<file path="src/rtl/flsnp_pkg.sv">
package flsnp_pkg;

    typedef enum logic [1:0] {
        SNP_WAIT_OP = 2'd0,
        SNP_PLAIN   = 2'd1,
        SNP_COUNT   = 2'd2,
        SNP_STRIPE  = 2'd3
    } snp_mode_e;

    typedef enum logic [1:0] {
        RUN_IDLE  = 2'd0,
        RUN_FETCH = 2'd1,
        RUN_XFER  = 2'd2
    } run_e;

endpackage

</file>
<file path="src/rtl/flsnp_opdec.sv">
module flsnp_opdec #(
    parameter int BYTE_W = 8,
    parameter int CNT_W  = 3
) (
    input  logic [BYTE_W-1:0] op_i,
    output logic              hit_o,
    output logic [CNT_W-1:0]  cnt_o
);
    // Number of broadcast beats that follow each recognised opcode
    always_comb begin
        hit_o = 1'b1;
        cnt_o = '0;
        case (op_i)
            BYTE_W'(8'h03), BYTE_W'(8'h02),
            BYTE_W'(8'hA2), BYTE_W'(8'h32): cnt_o = CNT_W'(3);
            BYTE_W'(8'h0B), BYTE_W'(8'h3B),
            BYTE_W'(8'h6B), BYTE_W'(8'hBB): cnt_o = CNT_W'(4);
            BYTE_W'(8'hEB):                 cnt_o = CNT_W'(6);
            default:                        hit_o = 1'b0;
        endcase
    end
endmodule

</file>
<file path="src/rtl/flsnp_mode_track.sv">
module flsnp_mode_track
    import flsnp_pkg::*;
#(
    parameter int BYTE_W = 8,
    parameter int CNT_W  = 3
) (
    input  logic              clk_i,
    input  logic              rst_ni,
    input  logic              cs_active_i,
    input  logic              beat_done_i,
    input  logic [BYTE_W-1:0] beat_byte_i,
    output logic              stripe_o
);
    typedef struct packed {
        snp_mode_e        mode;
        logic [CNT_W-1:0] cnt;
    } trk_t;

    trk_t             trk_d, trk_q;
    logic             op_hit;
    logic [CNT_W-1:0] op_cnt;

    flsnp_opdec #(.BYTE_W(BYTE_W), .CNT_W(CNT_W)) u_opdec (
        .op_i  (beat_byte_i),
        .hit_o (op_hit),
        .cnt_o (op_cnt)
    );

    always_comb begin
        trk_d = trk_q;
        if (!cs_active_i) begin
            trk_d.mode = SNP_WAIT_OP;
            trk_d.cnt  = '0;
        end else if (beat_done_i) begin
            case (trk_q.mode)
                SNP_WAIT_OP: begin
                    if (op_hit) begin
                        trk_d.mode = SNP_COUNT;
                        trk_d.cnt  = op_cnt;
                    end else begin
                        trk_d.mode = SNP_PLAIN;
                    end
                end
                SNP_COUNT: begin
                    if (trk_q.cnt == CNT_W'(1)) begin
                        trk_d.mode = SNP_STRIPE;
                        trk_d.cnt  = '0;
                    end else begin
                        trk_d.cnt = trk_q.cnt - CNT_W'(1);
                    end
                end
                default: trk_d = trk_q;
            endcase
        end
    end

    always_ff @(posedge clk_i or negedge rst_ni) begin
        if (!rst_ni) begin
            trk_q <= '{mode: SNP_WAIT_OP, cnt: '0};
        end else begin
            trk_q <= trk_d;
        end
    end

    assign stripe_o = (trk_q.mode == SNP_STRIPE);
endmodule

</file>
<file path="src/rtl/flsnp_lane_mux.sv">
module flsnp_lane_mux #(
    parameter int NUM_LANES = 2,
    parameter int BYTE_W    = 8,
    parameter int LANE_W    = 1
) (
    input  logic [LANE_W-1:0]           sel_i,
    input  logic                        drive_i,
    input  logic [NUM_LANES-1:0]        ready_i,
    input  logic [NUM_LANES*BYTE_W-1:0] rx_i,
    output logic [NUM_LANES-1:0]        valid_o,
    output logic                        sel_ready_o,
    output logic [BYTE_W-1:0]           sel_rx_o
);
    for (genvar g = 0; g < NUM_LANES; g++) begin : g_lane
        assign valid_o[g] = drive_i && (sel_i == LANE_W'(g));
    end

    assign sel_ready_o = |(valid_o & ready_i);

    always_comb begin
        sel_rx_o = '0;
        for (int i = 0; i < NUM_LANES; i++) begin
            if (sel_i == LANE_W'(i)) begin
                sel_rx_o = rx_i[i*BYTE_W +: BYTE_W];
            end
        end
    end
endmodule

</file>
<file path="src/rtl/flash_lane_snooper.sv">
module flash_lane_snooper
    import flsnp_pkg::*;
#(
    parameter int NUM_LANES = 2,
    parameter int BYTE_W    = 8,
    parameter int CNT_W     = 3
) (
    input  logic                        clk_i,
    input  logic                        rst_ni,
    input  logic                        start_i,
    input  logic                        wide_i,
    input  logic                        cs_active_i,
    input  logic                        tx_empty_i,
    input  logic [BYTE_W-1:0]           tx_data_i,
    output logic                        tx_pop_o,
    input  logic                        rx_full_i,
    output logic                        rx_push_o,
    output logic [BYTE_W-1:0]           rx_data_o,
    output logic [NUM_LANES-1:0]        lane_valid_o,
    output logic [BYTE_W-1:0]           lane_tx_o,
    input  logic [NUM_LANES-1:0]        lane_ready_i,
    input  logic [NUM_LANES*BYTE_W-1:0] lane_rx_i,
    output logic                        underflow_o,
    output logic                        overflow_o,
    output logic                        busy_o
);
    localparam int LANE_W = (NUM_LANES > 1) ? $clog2(NUM_LANES) : 1;
    localparam logic [LANE_W-1:0] LAST_LANE = LANE_W'(NUM_LANES - 1);

    typedef struct packed {
        run_e              run;
        logic [LANE_W-1:0] lane;
        logic [BYTE_W-1:0] cur;
    } seq_t;

    seq_t seq_d, seq_q;
    logic stripe;
    logic beat_done;
    logic need_pop;
    logic last_lane;
    logic sel_ready;

    flsnp_mode_track #(.BYTE_W(BYTE_W), .CNT_W(CNT_W)) u_track (
        .clk_i       (clk_i),
        .rst_ni      (rst_ni),
        .cs_active_i (cs_active_i),
        .beat_done_i (beat_done),
        .beat_byte_i (seq_q.cur),
        .stripe_o    (stripe)
    );

    flsnp_lane_mux #(.NUM_LANES(NUM_LANES), .BYTE_W(BYTE_W), .LANE_W(LANE_W)) u_mux (
        .sel_i       (seq_q.lane),
        .drive_i     (seq_q.run == RUN_XFER),
        .ready_i     (lane_ready_i),
        .rx_i        (lane_rx_i),
        .valid_o     (lane_valid_o),
        .sel_ready_o (sel_ready),
        .sel_rx_o    (rx_data_o)
    );

    // Lane 0 always owns a fresh byte; other lanes only while striping
    assign need_pop  = (seq_q.lane == '0) || stripe;
    assign last_lane = wide_i ? (seq_q.lane == LAST_LANE) : 1'b1;

    always_comb begin
        seq_d       = seq_q;
        tx_pop_o    = 1'b0;
        rx_push_o   = 1'b0;
        underflow_o = 1'b0;
        overflow_o  = 1'b0;
        beat_done   = 1'b0;
        case (seq_q.run)
            RUN_IDLE: begin
                if (start_i) begin
                    seq_d.run  = RUN_FETCH;
                    seq_d.lane = '0;
                end
            end
            RUN_FETCH: begin
                if (!need_pop) begin
                    seq_d.run = RUN_XFER;
                end else if (tx_empty_i) begin
                    underflow_o = 1'b1;
                    seq_d.run   = RUN_IDLE;
                    seq_d.lane  = '0;
                end else begin
                    tx_pop_o  = 1'b1;
                    seq_d.cur = tx_data_i;
                    seq_d.run = RUN_XFER;
                end
            end
            RUN_XFER: begin
                if (sel_ready) begin
                    if (need_pop) begin
                        if (rx_full_i) begin
                            overflow_o = 1'b1;
                        end else begin
                            rx_push_o = 1'b1;
                        end
                    end
                    seq_d.run = RUN_FETCH;
                    if (last_lane) begin
                        beat_done  = 1'b1;
                        seq_d.lane = '0;
                    end else begin
                        seq_d.lane = seq_q.lane + LANE_W'(1);
                    end
                end
            end
            default: seq_d.run = RUN_IDLE;
        endcase
    end

    always_ff @(posedge clk_i or negedge rst_ni) begin
        if (!rst_ni) begin
            seq_q <= '{run: RUN_IDLE, lane: '0, cur: '0};
        end else begin
            seq_q <= seq_d;
        end
    end

    assign lane_tx_o = seq_q.cur;
    assign busy_o    = (seq_q.run != RUN_IDLE);
endmodule

</file>
<file path="config.mk">
export PLATFORM = sky130hd
export DESIGN_NAME = flash_lane_snooper
export DESIGN_NICKNAME = d
export VERILOG_FILES = /design/src/rtl/flsnp_pkg.sv /design/src/rtl/flsnp_opdec.sv /design/src/rtl/flsnp_mode_track.sv /design/src/rtl/flsnp_lane_mux.sv /design/src/rtl/flash_lane_snooper.sv
export SDC_FILE = /design/constraint.sdc
export NUM_CORES = 1
export LEC_CHECK = 0
export BUFFER_PORTS_ARGS = -buffer_cell sky130_fd_sc_hd__buf_2
export CORE_UTILIZATION = 30
export CTS_CLUSTER_DIAMETER = 100
export DETAILED_ROUTE_END_ITERATION = 10
export GPL_TIMING_DRIVEN = 0
export SYNTH_ARGS = -nofsm -noshare
export SYNTH_HDL_FRONTEND = slang
export SYNTH_HIERARCHICAL = 1
export SYNTH_SLANG_ARGS = --single-unit
export TNS_END_PERCENT = 100
</file>
<file path="constraint.sdc">
create_clock -name clk_i -period 5.9 [get_ports clk_i]
set_clock_uncertainty 0.2 [all_clocks]
set_input_delay 0.59 -clock clk_i [delete_from_list [all_inputs] [get_ports clk_i]]
set_output_delay 0.59 -clock clk_i [all_outputs]
set_load 0.01 [all_outputs]
</file>
**After elaboration in Yosys (flattened, before gate mapping)**

Index checks and enable logic that the tools add are counted.

- Latch bits: 0
- Register bits: 16
- Memories kept: 0
- Bits in writable memories: 0
- Output and inout bits: 23
- Memory bits (read-only): 0
- Input port bits: 33

- $add $sub $neg: 2
- Reduce and logical (&&, ||, !) cells: 16
- $lt $le $gt $ge: 0
- Div/mod/pow operators: 0
- Multiply operators: 0
- Bitwise operators: 3
- Muxes and demuxes: 38
- Shift operators: 0
- Equality and inequality tests: 22

Operators by type and width:

| operator | count |
|---|---|
| $eq A8 B8 Y1 const B | 3 |
| $mux W1 | 21 |
| $eq A8 B2 Y1 const B | 2 |
| $eq A8 B6 Y1 const B | 2 |
| $mux W8 | 2 |
| $mux W3 | 4 |
| $mux W5 | 2 |
| $pmux W5 S2 | 1 |
| $mux W9 | 1 |
| $pmux W3 S3 | 1 |
| $reduce_and A3 Y1 | 3 |
| $reduce_or A9 Y1 | 1 |
| $eq A8 B4 Y1 const B | 1 |
| $eq A8 B7 Y1 const B | 1 |
| $mux W2 | 4 |
| $ne A2 B2 Y1 const B | 4 |
| $reduce_or A4 Y1 | 2 |
| $eq A2 B2 Y1 const B | 3 |
| $ne A3 B2 Y1 const B | 2 |
| $pmux W2 S3 | 1 |
| $reduce_and A5 Y1 | 1 |
| $logic_not A2 Y1 | 2 |
| $eq A3 B1 Y1 const B | 1 |
| $ne A3 B1 Y1 const B | 1 |
| 13 further kinds | 15 |

**Depth between registers and ports, before layout**

- Depth in word-level cells: 8
- Depth in mapped cells: 8

**Hierarchy**

The synthesis kept the hierarchy.

By module, submodules not included:

| module | cells an instance | area each (sq um) | times used |
|---|---|---|---|
| flash_lane_snooper | 53 | 653.1 | 1 |
| flsnp_mode_track | 33 | 321.6 | 1 |
| flsnp_lane_mux | 13 | 163.9 | 1 |
| flsnp_opdec | 15 | 110.1 | 1 |

**Worst setup path before layout**

No wires, ideal clock.

- Kind: flip-flop to output port
- Start point: register seq_q[9] (netlist bit)
- End point: output port rx_push_o
- Cell stages (with the launch flop): 6
- Arrival: 1.338 ns
- Slack: 3.772 ns
- Buffers on the path: 0
- Path through: dfrtp_1 inv_1 ha_1 nor2b_1 nand2_1 nor3b_1

- Longest elaborated chain between the ends: 6
- Elaborated cells on any way between the ends: 7
- Classes of those cells: eq/ne: 1; mux: 2; bitwise: 1; reduce/logical: 3

RTL lines:

| item | line | source |
|---|---|---|
| start: declaration | flash_lane_snooper.sv:36 | `seq_t seq_d, seq_q;` |
| start signal: assignment | flash_lane_snooper.sv:117 | `seq_q <= '{run: RUN_IDLE, lane: '0, cur: '0};` |
| start signal: assignment | flash_lane_snooper.sv:119 | `seq_q <= seq_d;` |
| $eq A2 B2 Y1 * | flash_lane_snooper.sv:54 | `.drive_i (seq_q.run == RUN_XFER),` |
| $logic_and A1 B1 Y1 | flsnp_lane_mux.sv:15 | `assign valid_o[g] = drive_i && (sel_i == LANE_W'(g));` |
| $and A2 B2 Y2 * | flsnp_lane_mux.sv:18 | `assign sel_ready_o = \|(valid_o & ready_i);` |
| $reduce_or A2 Y1 * | flsnp_lane_mux.sv:18 |  |
| via sel_ready | flash_lane_snooper.sv:41 | `logic sel_ready;` |
| $mux W1 * | flash_lane_snooper.sv:94 | `if (sel_ready) begin` |
| $mux W1 * | flash_lane_snooper.sv:73 | `case (seq_q.run)` |
| end: declaration | flash_lane_snooper.sv:17 | `output logic rx_push_o,` |

The timed path passes the listed nets; every way through them passes the cells marked *.

**Worst setup path in the final report**

Ends and elaborated chain as after synthesis.

==> results.sh <==
export IMPL_crit_path_end_kind="output port"
export IMPL_synth_most_common_cell="dfrtp_1"
export IMPL_ir_drop_uv=196.4
export IMPL_cellPowerDensity_mw_per_mm2=378.3
export IMPL_gp_congestion=0.7266
export IMPL_synth_edf_count=0
export IMPL_dp_hpwl_mm=2.041
export IMPL_slowest_stage="dfrtp_1"
export IMPL_cp_required_ns=5.11
export IMPL_muxShareOfSynthArea=0.1934
export IMPL_diodes=0
export IMPL_synth_main_ff_cell="dfrtp_1"
export IMPL_holdBufCountCts=0
export IMPL_cts_sinks=16
export IMPL_crit_cells=6
export IMPL_synth_top_area_cell="dfrtp_1"
export IMPL_fin_crit_ns=2.552
export IMPL_start_util=0.3122
export IMPL_final_antenna_net_count=0
export IMPL_yosysSeqAreaShare=0.3206
export IMPL_outcome="finished clean"
export IMPL_insertion_delay_ns=0.26
export IMPL_hold_viol=0
export IMPL_synth_fa_ha_area_frac=0.07014
export IMPL_drt_pre_antenna_iters=4
export IMPL_io_buffers=55
export IMPL_ys_top_cells_by_count="16 x dfrtp_1, 8 x buf_4, 8 x inv_1, 8 x mux2_4"
export IMPL_root_buffer="clkbuf_8"
export IMPL_die_width_um=66.52
export IMPL_antenna_found_initial=0
export IMPL_hp_class="in2async"
export IMPL_ff_latch_area_um2=400.4
export IMPL_cts_resized_gates=0
export IMPL_pre_cts_ws_ns=3.622
export IMPL_num_fill_cells=387
export IMPL_num_rows=23
export IMPL_final_setup_tns_ns=0
export IMPL_core_area_mm2=0.004000
export IMPL_ys_seq_elements=16
export IMPL_synth_top_area_share=0.3206
export IMPL_syn_inst=114
export IMPL_synth_compound_area_frac=0.1092
export IMPL_vias=1021
export IMPL_max_stage_delay_ns=0.42
export IMPL_grt_pass1_vias=965
export IMPL_path_cells="inv_1 > ha_1 > nor2b_1 > nand2_1 > nor3b_1 > buf_2"
export IMPL_relSlewSlack=0.7584
export IMPL_stdcell_count=223
export IMPL_drt_iter0_markers=25
export IMPL_critPathMaxFanout=7
export IMPL_fp_dieArea_mm2=0.004424
export IMPL_power_leakage_nw=0.8184
export IMPL_synth_top_family_by_area="simple AND/OR/NAND/NOR gates"
export IMPL_cts_setup_buffers=0
export IMPL_worst_slack_ns=3.349
export IMPL_finalMaxSlewViolations=0
export IMPL_crit_type="reg2out"
export IMPL_grt_total_usage=0.1323
export IMPL_r2r_end="u_track/trk_q[2]"
export IMPL_numCtsBuffers=3
export IMPL_rr_startpoint="seq_q[9]"
export IMPL_grt_max_degree=17
export IMPL_num_io_pins=56
export IMPL_setup_viol=0
export IMPL_multi_input_area_um2=747.0
export IMPL_cts_tree="yes"
export IMPL_period_share=0.4325
export IMPL_syn2layout_area_growth_pct=31.46
export IMPL_worstMarginPinSlew_ns=0.3625
export IMPL_synth_xor_area_share=0.01403
export IMPL_path_clk_slew_ns=0.07
export IMPL_synth_nets=154
export IMPL_clockBufferDepth=2
export IMPL_finalPower_w=0.0006210
export IMPL_fin_nets=214
export IMPL_drive_gt1_frac=0.5607
export IMPL_reg2reg_depth=8
export IMPL_synth_simple_area_share=0.2114
export IMPL_arrival_ns=1.76
export IMPL_synthTopCellsByArea="dfrtp_1 32%, mux2_4 9.6%, ha_1 7.0%"
export IMPL_synth_cell_type_count=44
export IMPL_crit_buf_inv=2
export IMPL_viasPerCell=4.578
export IMPL_drc=0
export IMPL_rsz0062_at_grt="no"
export IMPL_grt_overflow_total=0
export IMPL_wl_mm=2.537
export IMPL_wl_per_cell_um=11.38
export IMPL_ys_warn_count=6
export IMPL_worstSetupStartpoint="seq_q[9]"
export IMPL_fmax_mhz=391.9
export IMPL_chipHeight_um=66.52
export IMPL_r2r_setup_slack_ns=3.68
export IMPL_synth_area_mm2=0.001249
export IMPL_startpoint_type="flop"
export IMPL_synth_async_reset_ratio=1.000
export IMPL_grt_pass1_wl_mm=4.326
export IMPL_syn_avg_cell_area_um2=10.95
export IMPL_utilization=0.4104
export IMPL_critical_path_top_delay_family="simple AND/OR/NAND/NOR gates"
export IMPL_dpl_cell_count=219
export IMPL_cts_htree_levels=1
export IMPL_maxCapViolations=0
[flip-flops by register name, indices dropped and copies added, names as in the netlist]
signal and count:
u_track/trk_q 5, seq_q 3, lane_tx_o 8
[placed cells by master, fill, tap and decap left out, types with 2 or more instances in the layout]
cell       n
buf_2     55
dfrtp_1   16
inv_1      8
buf_4      8
mux2_4     8
a21oi_1    7
mux2_2     7
ha_1       7
nor2_1     4
clkbuf_8   4
nor2b_1    3
nand2b_1   3
nor3_1     3
nand2_1    2
mux2_1     2
mux2i_1    2
and2_2     2
o21ai_0    2
xor2_1     2
or4b_1     2
[cell type report]
class                           instances  share of cell area
Clock buffer                            4             0.03354
Sequential cell                        16              0.2439
Inverter                                8             0.01829
Tap cell                               50             0.03811
Timing Repair Buffer                   55              0.1677
Buffer                                  9             0.04345
Multi-Input combinational cell         81              0.4550
[routing by layer]
metal,GRT usage,vias to the layer above,share of wire
li1,-,517,-
met1,0.1567,445,0.44
met2,0.2181,54,0.44
met3,0.03253,5,0.10
met4,0.07181,0,0.021
met5,0,-,0
[cells by family (layout without fill, tap and decap cells)]
family	Yosys count	count (layout)
flops	16	16
fa+ha+maj	7	7
xor+xnor	2	2
compound gates	20	20
buf+inv	17	76
mux	19	19
simple gates	33	33
[how the worst max path moves through the flow]
stage / to / slack [ns]
6_report: rx_push_o / 3.35
5_1_grt: rx_push_o / 3.12
4_1_cts: rx_push_o / 3.32
3_5_place_dp: rx_push_o / 3.62
3_3_place_gp: rx_push_o / 3.60
2_1_floorplan: rx_push_o / 3.77
[metrics by stage]
stage | hold slack [ns] | cell area [um2]
4_1_cts | 0.04573 | 1642
2_1_floorplan | 0.09441 | 1249
3_3_place_gp | 0.3221 | 1587
6_report | 0.03534 | 1642
3_5_place_dp | 0.3265 | 1587
5_1_grt | 0.07066 | 1642
[power breakdown]
group / internal, W / switching [W]
registers: 0.000146 / 0.0000555
clock network: 0.0000593 / 0.0000400
logic: 0.000177 / 0.000143
total: 0.000383 / 0.000238
No activity file was read; power rests on OpenSTA's default activity.
